**src/rtl/blkprot_pkg.sv**
```systemverilog
package blkprot_pkg;

  typedef enum logic [1:0] {
    OP_NONE      = 2'd0,
    OP_PROTECT   = 2'd1,
    OP_UNPROTECT = 2'd2,
    OP_LOCK      = 2'd3
  } prot_op_e;

  localparam int STAT_W = 16;

  // Status encoding: bit1 = lock, bit0 = protect, rest zero.
  function automatic logic [STAT_W-1:0] status_code(input logic lk, input logic pr);
    return {{(STAT_W-2){1'b0}}, lk, pr};
  endfunction

  // Next protect value: pin edges first, then a command seen at the new pin level.
  function automatic logic prot_next(
    input logic prot_cur,
    input logic saved,
    input logic lock,
    input logic wp_now,
    input logic fall,
    input logic rise,
    input logic hit_prot,
    input logic hit_unprot,
    input logic hit_lock
  );
    logic p;
    p = prot_cur;
    if (fall && lock)      p = 1'b1;
    else if (rise && lock) p = saved;
    if (hit_lock || hit_prot)                 p = 1'b1;
    else if (hit_unprot && (wp_now || !lock)) p = 1'b0;
    return p;
  endfunction

endpackage

```
**src/rtl/blkprot_wp_edge.sv**
```systemverilog
module blkprot_wp_edge (
  input  logic clk,
  input  logic rst_n,
  input  logic wp_pin,
  output logic wp_fall,
  output logic wp_rise
);
  logic wp_q;

  always_ff @(posedge clk or negedge rst_n) begin
    if (!rst_n) wp_q <= 1'b1;
    else        wp_q <= wp_pin;
  end

  assign wp_fall = wp_q & ~wp_pin;
  assign wp_rise = ~wp_q & wp_pin;
endmodule

```
**src/rtl/blkprot_cmd_dec.sv**
```systemverilog
module blkprot_cmd_dec #(
  parameter int NBLK  = 6,
  parameter int IDX_W = 3
) (
  input  logic             cmd_valid,
  input  logic [1:0]       cmd_op,
  input  logic [IDX_W-1:0] cmd_idx,
  output logic [NBLK-1:0]  blk_sel,
  output logic             do_prot,
  output logic             do_unprot,
  output logic             do_lock
);
  import blkprot_pkg::*;

  prot_op_e op;
  assign op = prot_op_e'(cmd_op);

  always_comb begin
    do_prot   = 1'b0;
    do_unprot = 1'b0;
    do_lock   = 1'b0;
    case (op)
      OP_PROTECT:   do_prot   = 1'b1;
      OP_UNPROTECT: do_unprot = 1'b1;
      OP_LOCK:      do_lock   = 1'b1;
      default:      ;
    endcase
  end

  // Indices at or above NBLK match no slot and are dropped.
  for (genvar i = 0; i < NBLK; i++) begin : g_sel
    assign blk_sel[i] = cmd_valid && (cmd_idx == IDX_W'(i));
  end
endmodule

```
**src/rtl/blkprot_cell.sv**
```systemverilog
module blkprot_cell (
  input  logic clk,
  input  logic rst_n,
  input  logic sel,
  input  logic do_prot,
  input  logic do_unprot,
  input  logic do_lock,
  input  logic wp_now,
  input  logic wp_fall,
  input  logic wp_rise,
  output logic prot_o,
  output logic lock_o,
  output logic saved_o
);
  import blkprot_pkg::*;

  logic prot_q, lock_q, saved_q;

  always_ff @(posedge clk or negedge rst_n) begin
    if (!rst_n) begin
      prot_q  <= 1'b1;
      lock_q  <= 1'b0;
      saved_q <= 1'b1;
    end else begin
      if (wp_fall) saved_q <= prot_q;
      prot_q <= prot_next(prot_q, saved_q, lock_q, wp_now, wp_fall, wp_rise,
                          sel && do_prot, sel && do_unprot, sel && do_lock);
      if (sel && do_lock) lock_q <= 1'b1;
    end
  end

  assign prot_o  = prot_q;
  assign lock_o  = lock_q;
  assign saved_o = saved_q;
endmodule

```
**src/rtl/blkprot_stat_mux.sv**
```systemverilog
module blkprot_stat_mux #(
  parameter int NBLK  = 6,
  parameter int IDX_W = 3
) (
  input  logic [NBLK-1:0]  lock_vec,
  input  logic [NBLK-1:0]  prot_vec,
  input  logic [IDX_W-1:0] qry_idx,
  output logic [15:0]      qry_word
);
  import blkprot_pkg::*;

  always_comb begin
    qry_word = '0;
    for (int i = 0; i < NBLK; i++) begin
      if (qry_idx == IDX_W'(i)) qry_word = status_code(lock_vec[i], prot_vec[i]);
    end
  end
endmodule

```
**src/rtl/blkprot_ctrl.sv**
```systemverilog
module blkprot_ctrl #(
  parameter int NBLK  = 6,
  parameter int IDX_W = 3
) (
  input  logic             clk,
  input  logic             rst_n,
  input  logic             cmd_valid,
  input  logic [1:0]       cmd_op,
  input  logic [IDX_W-1:0] cmd_idx,
  input  logic             wp_pin,
  input  logic [IDX_W-1:0] qry_idx,
  output logic [15:0]      qry_word,
  output logic [NBLK-1:0]  pe_allow
);
  logic            wp_fall, wp_rise;
  logic [NBLK-1:0] blk_sel;
  logic            do_prot, do_unprot, do_lock;
  logic [NBLK-1:0] prot_vec, lock_vec, saved_vec;

  blkprot_wp_edge u_edge (
    .clk(clk), .rst_n(rst_n), .wp_pin(wp_pin),
    .wp_fall(wp_fall), .wp_rise(wp_rise)
  );

  blkprot_cmd_dec #(.NBLK(NBLK), .IDX_W(IDX_W)) u_dec (
    .cmd_valid(cmd_valid), .cmd_op(cmd_op), .cmd_idx(cmd_idx),
    .blk_sel(blk_sel), .do_prot(do_prot), .do_unprot(do_unprot), .do_lock(do_lock)
  );

  for (genvar i = 0; i < NBLK; i++) begin : g_cell
    blkprot_cell u_cell (
      .clk(clk), .rst_n(rst_n), .sel(blk_sel[i]),
      .do_prot(do_prot), .do_unprot(do_unprot), .do_lock(do_lock),
      .wp_now(wp_pin), .wp_fall(wp_fall), .wp_rise(wp_rise),
      .prot_o(prot_vec[i]), .lock_o(lock_vec[i]), .saved_o(saved_vec[i])
    );
  end

  blkprot_stat_mux #(.NBLK(NBLK), .IDX_W(IDX_W)) u_mux (
    .lock_vec(lock_vec), .prot_vec(prot_vec), .qry_idx(qry_idx), .qry_word(qry_word)
  );

  assign pe_allow = ~prot_vec;
endmodule

```
**config.mk**
```make
export PLATFORM = sky130hd
export DESIGN_NAME = blkprot_ctrl
export DESIGN_NICKNAME = d
export VERILOG_FILES = /design/src/rtl/blkprot_pkg.sv /design/src/rtl/blkprot_wp_edge.sv /design/src/rtl/blkprot_cmd_dec.sv /design/src/rtl/blkprot_cell.sv /design/src/rtl/blkprot_stat_mux.sv /design/src/rtl/blkprot_ctrl.sv
export SDC_FILE = /design/constraint.sdc
export NUM_CORES = 1
export LEC_CHECK = 0
export BUFFER_PORTS_ARGS = -buffer_cell sky130_fd_sc_hd__buf_2
export CORE_MARGIN = 4
export CORE_UTILIZATION = 55
export DETAILED_ROUTE_END_ITERATION = 7
export PLACE_DENSITY = 0.83
export SLEW_MARGIN = 20
export SYNTH_ARGS = -nofsm -noshare
export SYNTH_HDL_FRONTEND = slang
export SYNTH_SLANG_ARGS = --single-unit
```
**constraint.sdc**
```tcl
create_clock -name clk -period 1.8 [get_ports clk]
set_input_delay 0.27 -clock clk [delete_from_list [all_inputs] [get_ports clk]]
set_output_delay 0.27 -clock clk [all_outputs]
set_load 0.02 [all_outputs]
```
==> metrics.cfg <==
[sta]
timing.final.hold_violations=0
finClkSkew_ns=0.003673
period_needed_ns=1.701
slew_viol_final=0
setup_ws_ns=0.09908
max_freq_mhz=587.9
final.setup.tns_ns=0
holdWs_ns=0.1690
fin_crit_sh_pct=94.50
final-setup-viol-count=0
rsz0062_at_grt=no

[routing]
drcViolationCount=0
drt_first_iter_violations=43
vias_per_cell=5.766
dr.pass1.iters=4
dr_total_vias=986
post_drt_wl_per_cell_um=15.38
postRouteAntennaNets=0
wirelength_um=2630

[cells_and_area]
final_cell_mix=buf_2 (19), conb_1 (14), dfstp_2 (13)
final_common_cell=buf_2
final_cells=171
utilization_pct=64.20
area_growth_syn_to_layout_pct=6.225
nets=157
antenna_cells=0
stdcell_area_um2=1324
drive_above_1_share_pct=30.56

[power]
seq_power_share_pct=49.9
power.total_mw=1.514
peakVddDrop_v=0.0007742
cellPowerDensity_nw_per_um2=1144
clock_power_share_pct=14.2
power.leakage_nw=0.5981
intPower_uw=952.9
combPwrFrac_pct=35.9
p_sw_uw=560.9
swShare_pct=37.06

[place]
gp_congestion=0.8580
port_buffers=19
placed_cell_area_um2=1287
dpl_worst_slack_ns=0.3510
dp.cells=166
place_hpwl_um=2003

[setup_path]
rr_worst_depth=2
r2r_setup_slack_ns=0.46
r2r-start=u_edge.wp_q
crit_path_end_kind=output pin
worstPathMaxFanout=5
crit_required_ns=1.53
path_class=reg2out
worstPathArrival_ns=1.43
cp-start-kind=flip-flop
r2r_end=g_cell[5].u_cell.saved_o

[yosys]
yosys_warnings=0
synth-xor-area-share_pct=0
yosysSeqAreaShare_pct=39.46
synth_seq_cells=19
synth_adder_area_share_pct=0
synth_area_um2=1246
avgSynthCellArea_um2=9.813
synth_area_leader_cell=dfstp_2
muxShareOfSynthArea_pct=3.213
synth_cell_type_count=29
yosysTopAreaCellShare_pct=27.41
syn_inst=127
synthSimpleGateAreaFrac_pct=23.59
ys_top_cells_by_area=dfstp_2 (27%), dfrtp_1 (12%), buf_4 (9.0%)
synth_compound_area_share_pct=20.68
synth_top_family_by_area=simple AND/OR/NAND/NOR gates

[cts]
cts_htree_levels=1
insertion_delay_ns=0.30
cts_tree=done
clock_path_buffers=2
post_cts_buffers=0
cts.clk_slew.worst_paths_ns=0.10
clock_sinks=19
cts_made_buffers=3
cts-root-buf=clkbuf_4

[floorplanning]
die-area_um2=3091
io_pins=34
core_um2=2062
rows=16
die_x_um=55.60
die_y_um=55.60
start_util_pct=60.44

[job]
maxCapViolCount=0

[run_status]
status=finished clean

[min_path]
worstHoldStart=wp_pin
min_to=u_edge.wp_q
hold_path_class=in2reg
min_path_cells=1

[global_route]
grt_max_degree=20
grt_pass1_wl_um=4457
overflow=0
antenna_found_initial=0
grt_pass1_vias=939
track_usage_pct=17.92

-- sequential cells by signal, indices dropped and copies added, names as in the netlist --
| signal | count |
|---|---|
| u_edge.wp_q | 1 |
| g_cell.u_cell.prot_o | 6 |
| g_cell.u_cell.saved_o | 6 |
| g_cell.u_cell.lock_o | 6 |
-- kinds of logic (layout without fill, tap and decap cells) --
| family | Yosys count | after routing |
|---|---|---|
| other cells | 1 | 14 |
| simple gates | 42 | 42 |
| compound gates | 35 | 35 |
| buf+inv | 26 | 30 |
| mux | 4 | 4 |
| flops | 19 | 19 |
-- cell usage after synthesis --
master / n
buf_4: 15
dfstp_2: 13
o21ai_0: 12
nand2_1: 8
nand2b_1: 8
nor2b_1: 7
a31o_2: 6
dfrtp_1: 6
inv_1: 6
nor3b_1: 6
a21o_1: 5
a32o_1: 5
nand3_1: 5
mux2i_1: 4
and4bb_1: 3
buf_2: 3
a2bb2oi_1: 2
o221ai_1: 2
a22o_1: 1
a32oi_1: 1
and3b_1: 1
and4b_1: 1
and4b_2: 1
clkbuf_1: 1
clkbuf_2: 1
conb_1: 1
nor4b_4: 1
o21ai_1: 1
or2_4: 1
-- worst max-delay path by stage --
stage,from,endpoint,cells past startpoint
3_3_place_gp,qry_idx[0],qry_word[0],5
2_1_floorplan,g_cell[1].u_cell.prot_o,qry_word[0],3
3_5_place_dp,qry_idx[0],qry_word[1],5
6_report,g_cell[1].u_cell.lock_o,qry_word[1],4
4_1_cts,g_cell[1].u_cell.lock_o,qry_word[1],4
5_1_grt,g_cell[1].u_cell.lock_o,qry_word[1],4
-- per-layer routing --
metal	vias to the layer above	track usage, %	wire length [um]
met3	4	3.712	204
met4	0	7.292	19
met1	478	23.73	1148
li1	463	-	-
met2	41	28.38	1257
met5	-	0	0
-- critical path: stages, from the launching register on --
cell	delay [ns]
dfrtp_1	0.44
mux2i_1	0.18
a2bb2oi_1	0.19
o221ai_1	0.15
buf_2	0.18
-- power by group through the flow --
stage | combinational [mW] | sequential [mW] | clock (mW)
after floorplan | 0.432 | 0.714 | 0
after global placement | 0.523 | 0.755 | 0
after detailed placement | 0.545 | 0.762 | 0
after CTS | 0.548 | 0.754 | 0.222
after global routing | 0.597 | 0.777 | 0.247
final | 0.544 | 0.755 | 0.214
-- layout make-up --
class	instances	area, um^2
repair buffers	20	105.1
clock buffers	4	26.28
flip-flops and latches	19	491.7
well taps	27	33.78
multi-input cells	95	644.4
inverters	6	22.52
fillers	170	738.2
-- timing repair --
item / CTS / global route
hold buffers: 1 / 0
resized for setup: 0 / 0
endpoints found under the hold margin: 6 / 0
No activity file was read; power rests on OpenSTA's default activity.
